--- config.mk ---
export PLATFORM = sky130hd
export DESIGN_NAME = keyed_watchdog
export DESIGN_NICKNAME = d
export VERILOG_FILES = /design/src/rtl/wdt_pkg.sv /design/src/rtl/wdt_prescaler.sv /design/src/rtl/wdt_key_gate.sv /design/src/rtl/wdt_core.sv /design/src/rtl/keyed_watchdog.sv
export SDC_FILE = /design/constraint.sdc
export NUM_CORES = 1
export LEC_CHECK = 0
export BUFFER_PORTS_ARGS = -buffer_cell sky130_fd_sc_hd__buf_2
export CAP_MARGIN = 20
export CORE_MARGIN = 2
export CORE_UTILIZATION = 35
export CTS_CLUSTER_SIZE = 16
export DETAILED_ROUTE_END_ITERATION = 8
export PLACE_DENSITY_LB_ADDON = 0.08
export REMOVE_ABC_BUFFERS = 1
export SLEW_MARGIN = 15
export SYNTH_ARGS = -nofsm -noshare
export SYNTH_HDL_FRONTEND = slang
export SYNTH_SLANG_ARGS = --single-unit
--- constraint.sdc ---
create_clock -name clk -period 7.2 [get_ports clk]
set_clock_uncertainty 0.2 [all_clocks]
set_input_delay 1.44 -clock clk [delete_from_list [all_inputs] [get_ports clk]]
set_output_delay 1.44 -clock clk [all_outputs]
set_load 0.02 [all_outputs]
--- src/rtl/wdt_pkg.sv ---
package wdt_pkg;

    // Control word layout; the key must sit directly above the run bit,
    // which sits directly above the count.
    localparam int CNT_W   = 8;
    localparam int KEY_W   = 7;
    localparam int WORD_W  = KEY_W + 1 + CNT_W;

    typedef enum logic [1:0] {
        STG_IDLE  = 2'd0,
        STG_WARN  = 2'd1,
        STG_FIRED = 2'd2
    } stage_e;

    typedef struct packed {
        logic [KEY_W-1:0] key;
        logic             run;
        logic [CNT_W-1:0] cnt;
    } ctrl_t;

endpackage

--- src/rtl/wdt_prescaler.sv ---
module wdt_prescaler #(
    parameter int DIV = 10
) (
    input  logic clk,
    input  logic rst_n,
    input  logic restart,
    output logic tick
);
    localparam int PW = (DIV > 1) ? $clog2(DIV) : 1;
    localparam logic [PW-1:0] LAST = PW'(DIV - 1);

    typedef struct packed {
        logic [PW-1:0] phase;
    } pre_t;

    pre_t d, q;

    always_comb begin
        d = q;
        if (restart || q.phase == LAST) begin
            d.phase = '0;
        end else begin
            d.phase = q.phase + PW'(1);
        end
    end

    always_ff @(posedge clk) begin
        if (!rst_n) q <= '0;
        else        q <= d;
    end

    assign tick = (q.phase == LAST) && !restart;


    tick_single_chk: assert property (@(posedge clk) disable iff (!rst_n)
        tick |=> !tick);

endmodule

--- src/rtl/wdt_key_gate.sv ---
module wdt_key_gate
    import wdt_pkg::*;
(
    input  logic  clk,
    input  logic  rst_n,
    input  logic  wr_hit,
    input  ctrl_t wr_word,
    output logic  accept,
    output ctrl_t stored
);
    typedef struct packed {
        ctrl_t word;
    } gate_t;

    gate_t d, q;

    always_comb begin
        accept = wr_hit && (!q.word.run || (wr_word.key == ~q.word.key));
        d = q;
        if (accept) d.word = wr_word;
    end

    always_ff @(posedge clk) begin
        if (!rst_n) q <= '0;
        else        q <= d;
    end

    assign stored = q.word;


    reject_hold_chk: assert property (@(posedge clk) disable iff (!rst_n)
        (wr_hit && !accept) |=> $stable(stored));


    open_accept_chk: assert property (@(posedge clk) disable iff (!rst_n)
        (wr_hit && !stored.run) |-> accept);

endmodule

--- src/rtl/wdt_core.sv ---
module wdt_core
    import wdt_pkg::*;
#(
    parameter int GRACE_TICKS = 1
) (
    input  logic   clk,
    input  logic   rst_n,
    input  logic   tick,
    input  logic   load,
    input  ctrl_t  load_word,
    output logic   nmi,
    output logic   rst_req,
    output logic   running,
    output stage_e stage
);
    localparam int CW = CNT_W + 1;
    localparam logic [CW-1:0] FULL  = CW'(1) << CNT_W;
    localparam logic [CW-1:0] GRACE = CW'(GRACE_TICKS);

    typedef struct packed {
        logic [CW-1:0] cnt;
        logic          run;
        stage_e        stage;
        logic          nmi;
        logic          rreq;
    } core_t;

    core_t d, q;

    always_comb begin
        d = q;
        d.rreq = 1'b0;
        if (load) begin
            d.cnt   = (load_word.cnt == '0) ? FULL : {1'b0, load_word.cnt};
            d.run   = load_word.run;
            d.stage = STG_IDLE;
            d.nmi   = 1'b0;
        end else if (q.run && tick) begin
            if (q.cnt == CW'(1)) begin
                if (q.stage == STG_IDLE) begin
                    d.stage = STG_WARN;
                    d.nmi   = 1'b1;
                    d.cnt   = GRACE;
                end else begin
                    d.stage = STG_FIRED;
                    d.rreq  = 1'b1;
                    d.run   = 1'b0;
                    d.cnt   = '0;
                end
            end else begin
                d.cnt = q.cnt - CW'(1);
            end
        end
    end

    always_ff @(posedge clk) begin
        if (!rst_n) begin
            q.cnt   <= '0;
            q.run   <= 1'b0;
            q.stage <= STG_IDLE;
            q.nmi   <= 1'b0;
            q.rreq  <= 1'b0;
        end else begin
            q <= d;
        end
    end

    assign nmi     = q.nmi;
    assign rst_req = q.rreq;
    assign running = q.run;
    assign stage   = q.stage;

    initial begin
        grace_param_chk: assert (GRACE_TICKS >= 1 && GRACE_TICKS <= 256);
    end


    rst_pulse_chk: assert property (@(posedge clk) disable iff (!rst_n)
        q.rreq |=> !q.rreq);


    rst_after_warn_chk: assert property (@(posedge clk) disable iff (!rst_n)
        q.rreq |-> (q.nmi && !q.run && $past(q.stage) == STG_WARN));


    load_clears_chk: assert property (@(posedge clk) disable iff (!rst_n)
        load |=> (!q.nmi && q.stage == STG_IDLE));


    live_count_chk: assert property (@(posedge clk) disable iff (!rst_n)
        q.run |-> (q.cnt != '0 && q.cnt <= FULL));


    warn_nmi_chk: assert property (@(posedge clk) disable iff (!rst_n)
        (q.stage != STG_IDLE) |-> q.nmi);

endmodule

--- src/rtl/keyed_watchdog.sv ---
module keyed_watchdog
    import wdt_pkg::*;
#(
    parameter int              CLK_HZ      = 50_000_000,
    parameter int              TICK_HZ     = 760,
    parameter int              GRACE_TICKS = 1,
    parameter int              ADDR_W      = 8,
    parameter logic [ADDR_W-1:0] CTRL_OFS  = ADDR_W'('h40),
    parameter logic [ADDR_W-1:0] STAT_OFS  = ADDR_W'('h44)
) (
    input  logic              clk,
    input  logic              rst_n,
    input  logic              wr_en,
    input  logic [ADDR_W-1:0] wr_addr,
    input  logic [31:0]       wr_data,
    input  logic [ADDR_W-1:0] rd_addr,
    output logic [31:0]       rd_data,
    output logic              nmi,
    output logic              rst_req
);
    localparam int DIV = (CLK_HZ / TICK_HZ < 2) ? 2 : CLK_HZ / TICK_HZ;

    logic   wr_hit;
    logic   accept;
    logic   tick;
    logic   running;
    ctrl_t  wr_word;
    ctrl_t  stored;
    stage_e stage;
    logic   unused_hi;

    assign wr_hit    = wr_en && (wr_addr == CTRL_OFS);
    assign wr_word   = ctrl_t'(wr_data[WORD_W-1:0]);
    assign unused_hi = ^wr_data[31:WORD_W];

    wdt_prescaler #(.DIV(DIV)) u_pre (
        .clk     (clk),
        .rst_n   (rst_n),
        .restart (accept),
        .tick    (tick)
    );

    wdt_key_gate u_gate (
        .clk     (clk),
        .rst_n   (rst_n),
        .wr_hit  (wr_hit),
        .wr_word (wr_word),
        .accept  (accept),
        .stored  (stored)
    );

    wdt_core #(.GRACE_TICKS(GRACE_TICKS)) u_core (
        .clk       (clk),
        .rst_n     (rst_n),
        .tick      (tick),
        .load      (accept),
        .load_word (stored_next_word(accept, wr_word)),
        .nmi       (nmi),
        .rst_req   (rst_req),
        .running   (running),
        .stage     (stage)
    );

    function automatic ctrl_t stored_next_word(input logic acc, input ctrl_t w);
        return acc ? w : '0;
    endfunction

    always_comb begin
        rd_data = '0;
        if (rd_addr == CTRL_OFS) begin
            rd_data[WORD_W-1:0] = stored;
        end else if (rd_addr == STAT_OFS) begin
            rd_data[1:0] = stage;
            rd_data[2]   = running;
        end
    end


    foreign_write_chk: assert property (@(posedge clk) disable iff (!rst_n)
        (wr_en && wr_addr != CTRL_OFS) |=> $stable(stored));

endmodule

==> impl_results.md, run 1 <==
* Status: complete, no violations
* Net Sw Power at 106.4 µW
* Fin crit period at 4585 ps
* Comb power frac at around 7%
* Seq/Total Area, Yosys at 37.45%
* Clock tree sinks at 47
* Hold Buf Count CTS at 0
* Yosys warning total at 0
* Pwr Density at 161.7 nW/µm²
* Largest net degree at the start of global routing at 27
* Met1 GRT Util at slightly below 20%
* Ports at 85
* Number of library cell types mapped by synthesis at 45
* Reg clk slew, reported paths at ~80 ps
* Peak VDD IR at 0.08537 mV
* Cts repair resizes at 0
* Die Width at 88.73 µm
* Crit-path cells: buf_2 > nor4b_1 > nand2_1 > nor2_1 > and2_1 > buf_2
* Vias in the first global route at 2070
* Initial antenna violation count at 0
* Final wirelength at 5964 µm
* I/O Buffers at 52
* Cells after Synth at 306
* DIE AREA at 7872 µm²
* Max Slew Vio Count at 0
* First-pass GRT wire length at roughly 9600 µm
* Switching share of power at 22.80%
* Worst-Skew Late Latency at 290 ps
* Delay-heaviest family, CP: simple AND/OR/NAND/NOR gates
* Via-to-Cell Ratio at ~5
* Setup Crit Path Kind: input pin to primary output
* Core area at 6869 µm²
* Fin. Hold Viols at 0
* Int Pwr at 360.5 µW
* Cell Area, Placed at 2788 µm²
* Routing usage on met2 at 26.12%
* Ys async rst share at 0%
* Cell mode on critical path: buf_2
* Slowest cell delay on critical path at 580 ps
* Placed Cells at 439
* Critical Path RT at 5560 ps
* Area contributors post-synth: dfxtp_1 37%, nor2_1 5.2%, nand3_1 4.8%, buf_4 4.8%, o21ai_0 4.4%
* DR DRC count at 0
* Post-DP HPWL at 4301 µm
* Initial Util at between 30% and 40%
* Peak Freq at 218.1 MHz
* Type of destination of the critical path: primary output
* Die H at 88.73 µm
* Routability cong. at around 0.83
* Busiest grt layer: met2
* Final setup fails at 0
* First-pass DRT Iterations at 4
* Slew @ Worst Pin at between 900 and 1000 ps
* Share of layout cells above drive strength 1 at 19.09%
* Post-synth EDFFs at 0
* Crit path DAT at 2940 ps
* Flop and latch count out of synthesis at 47
* DR vias at 2229
* FP Rows at 30
* Ant diodes at 0
* Remaining Overflow, GRT at 0
* # nets final at 405
* Worst path bufs/invs at 2
* Syn Area/Cell at slightly above 8 µm²
* Drt wl/cell at 13.34 µm
* Clock network power share at 36.6%
* Num CTS Buffers at 5
* RSZ-0062 raised after global routing: no
* Fill count at 734
* Initial DRC count at approximately 110
* Post-Route Setup TNS at 0 ps
* CP Max Fanout at 13
* Syn Std Cell Area at 2512 µm²
* GRT Overall Usage at 15.44%
* M3 GR Usage at between 3 and 4%
* CP max-delay cell: nor2_1
* Final Cycle Share at 63.68%
* Post-synth top area share at a little under two fifths
* Clock tree buffer depth at 2
* Power share of the sequential group at a little under three fifths
* Post-CTS Setup Inserts at 0
* Post-route antenna net violation count at 0
* Most used DFF post-synth: dfxtp_1
* Finished Cell Area at slightly below 3000 µm²
* Area Growth Syn to Fin at 14.94%
* Total power at 466.9 µW
* Min-Delay Path Class: flip-flop to flip-flop
* Leakage at 1.135 nW
* H-tree levels at 2
* Final std cells w/o fill at ~450
* Area leader, netlist: dfxtp_1
* Root Driver: clkbuf_8
* Critical path launch point type: input pin
* TritonCTS clock tree: done
* Max Cap Viol at 0
* Slew HR at between 30% and 40%
cell type report:
type                            count  area, µm²  area share, %
Clock buffer                        8      100.1          3.466
Inverter                            7      26.28         0.9099
Multi-Input combinational cell    235       1425          49.35
Sequential cell                    47      940.9          32.58
Tap cell                           96      120.1          4.159
Timing Repair Buffer               54      275.3          9.532
path summary, 6_finish.rpt:
check / start / to / slack [ps] / cells past startpoint
worst max register to register: u_pre.q[11]$_SDFF_PP0_ / u_core.q[12]$_SDFFE_PN0P_ / 4580 / 5
worst max-delay path: rd_addr[5] / rd_data[6] / 2620 / 6
worst min register to register: u_core.nmi$_SDFFE_PP0P_ / u_core.nmi$_SDFFE_PP0P_ / 270 / 2
worst min-delay path: u_core.nmi$_SDFFE_PP0P_ / u_core.nmi$_SDFFE_PP0P_ / 270 / 2
power groups by stage:
stage          registers (mW)  logic [mW]  clock network (mW)
2_1_floorplan           0.269      0.0175                   0
3_3_place_gp            0.269      0.0328                   0
3_5_place_dp            0.269      0.0330                   0
4_1_cts                 0.263      0.0331               0.180
5_1_grt                 0.263      0.0365               0.190
6_report                0.263      0.0330               0.171
placed cells by master, fill, tap and decap left out, types with 4 or more instances in the layout:
cell type,instances
nand4_1,8
a21oi_1,19
nor4_1,5
clkbuf_8,7
inv_1,7
conb_1,16
mux2i_1,5
xnor2_1,11
nand3_1,24
xor2_1,11
buf_2,52
and2_1,15
a311oi_1,4
ha_1,4
nor3_1,11
o21ai_0,22
dfxtp_1,47
nor2_1,35
a31oi_1,6
nand2_1,8
cell families (layout without fill, tap and decap cells):
family | Yosys count | count (layout) | synth area share [%]
adder cells (fa/ha/maj) | 4 | 4 | 1.992
AND/OR/NAND/NOR | 123 | 123 | 26.64
multiplexers | 5 | 5 | 1.992
AO/OA/AOI/OAI | 65 | 65 | 15.74
other | 1 | 16 | 0.1493
flip-flops | 47 | 47 | 37.45
XOR/XNOR | 22 | 22 | 7.669
buffers and inverters | 39 | 69 | 8.367
sequential cells by signal (all words and copies together) (netlist names):
signal,count
u_core.nmi,1
u_core.stage,2
u_core.running,1
u_core.q,9
u_gate.stored,16
u_core.rst_req,1
u_pre.q,17
metal layers:
layer  up-vias  share of wire, %
li1       1149                 -
met1      1016                46
met2        59                47
met3         5               6.0
met4         0              0.86
met5         -                 0
synth_stat cells (2+ instances only):
cell      instances
nand2_1           8
o31ai_1           3
inv_1             7
xor2_1           11
a31oi_1           6
nand4_1           8
and4_1            2
nor2_1           35
nor3_1           11
dfxtp_1          47
nand3_1          24
buf_2             3
mux2i_1           5
clkbuf_1         13
a311oi_1          4
xnor2_1          11
buf_4            16
or4_1             3
and2_1           15
and3_1            2
a21oi_1          19
o21ai_0          22
a211oi_1          2
nor4_1            5
ha_1              4
through the flow:
step | utilization [%] | setup slack, ps | hold slack [ps]
finish | 42.04 | 2615 | 270.3
CTS | 42.04 | 2556 | 277.9
global placement | 40.58 | 2495 | 251.2
global route | 42.04 | 2449 | 297.5
floorplan | - | 2898 | 241.8
detailed placement | 40.58 | 2551 | 260.4
worst reg2reg max path, stage by stage, from the launching register on:
cell,delay (ps)
dfxtp_1,360
or4_4,560
nor4_4,570
nand2_4,150
or4_1,530
a31oi_1,180
Power figures use the tool's default switching activity.
==> run 2, diff against run 1 <==
==> constraint.sdc (replaced) <==
create_clock -name clk -period 4.25 [get_ports clk]
set_clock_uncertainty 0.2 [all_clocks]
set_input_delay 0.85 -clock clk [delete_from_list [all_inputs] [get_ports clk]]
set_output_delay 0.85 -clock clk [all_outputs]
set_load 0.02 [all_outputs]
==> run 2 against run 1 <==
  * Total power grew 71%
  * Final cell count grew 0.67%
  * Critical endpoint unchanged
  * Wire length grew 0.77%
  * Die area is the same
  * Worst hold slack is essentially flat
  * Critical path depth grew 1
  * Register-to-register slack lost 3000 ps
==> impl_results.md, run 2 (synthesized netlist as in run 1, its figures left out) <==
* Final wirelength at ~6000 µm
* Vias in the first global route at about 2000
* FP Rows at 30
* Setup Crit Path Kind: input pin to primary output
* Leakage at 1.150 nW
* Final setup fails at 0
* Peak Freq at 326.4 MHz
* Net Sw Power at about 190 µW
* Die H at about 89 µm
* Crit path DAT at 2010 ps
* Post-Route Setup TNS at 0 ps
* Initial DRC count at between 100 and 150
* CP max-delay cell: nor4b_1
* First-pass GRT wire length at 9418 µm
* First-pass DRT Iterations at 4
* Final Cycle Share at ~72%
* Register name with the most flops: u_pre.q
* Share of layout cells above drive strength 1 at between 10% and 20%
* Critical path launch point type: input pin
* Critical Path RT at 3200 ps
* Remaining Overflow, GRT at 0
* DIE AREA at 7872 µm²
* Cts repair resizes at 0
* Post-DP HPWL at 4304 µm
* Worst-Skew Late Latency at about 300 ps
* M1 wire length at 2749 µm
* Min-Delay Path Class: flip-flop to flip-flop
* DR DRC count at 0
* Fin crit period at 3064 ps
* Slowest cell delay on critical path at about 300 ps
* Slew HR at a little over a third
* Post-layout util at 42.37%
* Fin. Hold Viols at 0
* GRT Overall Usage at 15.51%
* CP Max Fanout at 13
* Routability cong. at slightly above 0.8
* Clock tree sinks at 47
* Max FFs per register at 17
* Max Cap Viol at 0
* WL met3 at 335 µm
* Switching share of power at 23.47%
* Top Layer Used: met4
* Reg clk slew, reported paths at 80 ps
* Pwr Density at 274.2 nW/µm²
* Initial antenna violation count at 0
* Root Driver: clkbuf_8
* Initial Util at between 30 and 40%
* Most frequent cells in the layout: 52 x buf_2, 47 x dfxtp_1, 35 x nor2_1
* I/O Buffers at 52
* Type of destination of the critical path: primary output
* Core area at 6869 µm²
* Area Growth Syn to Fin at 15.84%
* # nets final at 408
* H-tree levels at 2
* RSZ-0062 raised after global routing: no
* Post-route antenna net violation count at 0
* Drt wl/cell at 13.36 µm
* Comb power frac at under 10%
* Crit-path cells: buf_2 > nor4b_1 > nand2_1 > nor2_1 > buf_4 > and2_1 > buf_2
* Int Pwr at between 600 and 700 µW
* Post-CTS Setup Inserts at 0
* WL met2 at 2840 µm
* Clock network power share at 37.2%
* Hold path cells at 2
* Cell mode on critical path: buf_2
* Status: complete, no violations
* Clock tree buffer depth at 2
* Peak VDD IR at 0.1863 mV
* Ports at between 80 and 90
* Via-to-Cell Ratio at 5.022
* Hold Buf Count CTS at 0
* TritonCTS clock tree: done
* Most common cell after layout, fill and taps aside: buf_2
* Power share of the sequential group at 55.9%
* Num CTS Buffers at 5
* Fill count at 715
* Max Slew Vio Count at 0
* Ant diodes at 0
* FF-to-FF path depth at 5
* Largest net degree at the start of global routing at 27
* DR vias at 2260
* Slew @ Worst Pin at between 900 and 1000 ps
* Die Width at 88.73 µm
## run 2: changes by cell type in the layout (fill, tap and decap cells not counted)
cell   before  now
buf_4       2    5
## run 2: per-layer routing
metal	GRT usage, %	vias up
met2	24.97	59
met4	5.372	0
met5	0	-
li1	-	1156
met1	20.58	1037
met3	3.265	8
## run 2: path summary, 6_finish.rpt
path                                                    start                             to  slack [ps]
worst max-delay path                               rd_addr[5]                     rd_data[6]        1190
worst min register to register  u_gate.stored[6]$_SDFFE_PN0N_  u_gate.stored[6]$_SDFFE_PN0N_         270
worst max register to register         u_pre.q[11]$_SDFF_PP0_      u_core.q[12]$_SDFFE_PN0P_        1620
worst min-delay path            u_gate.stored[6]$_SDFFE_PN0N_  u_gate.stored[6]$_SDFFE_PN0N_         270
## run 2: per-stage QoR
step                hold WS, ps  cells  setup slack, ps  cell area, µm²  power, mW
floorplan                 241.8    289            538.1            2385     0.4852
global placement          254.3    442             1150            2810     0.5120
detailed placement        258.8    442             1157            2810     0.5120
CTS                       275.2    450             1154            2910     0.8111
global route              293.8    450             1057            2910     0.8324
finish                    270.2    450             1186            2910     0.7980
## run 2: final cells by class
cell class	count	area [µm²]	share of cell area, %
Multi-Input combinational cell	235	1425	48.97
Sequential cell	47	940.9	32.33
Timing Repair Buffer	57	297.8	10.23
Tap cell	96	120.1	4.127
Clock buffer	8	100.1	3.439
Inverter	7	26.28	0.9028
## run 2: worst max-delay path, delay by kind of cell
family / cells / cell delay [ps]
simple gates: 4 / 720
buf+inv: 3 / 440
## run 2: power groups by stage
stage / Clock [mW] / Sequential (mW) / Combinational, mW
after floorplan: 0 / 0.456 / 0.0296
after global placement: 0 / 0.456 / 0.0557
after detailed placement: 0 / 0.456 / 0.0555
after CTS: 0.309 / 0.446 / 0.0558
after global routing: 0.324 / 0.447 / 0.0615
final: 0.296 / 0.446 / 0.0556
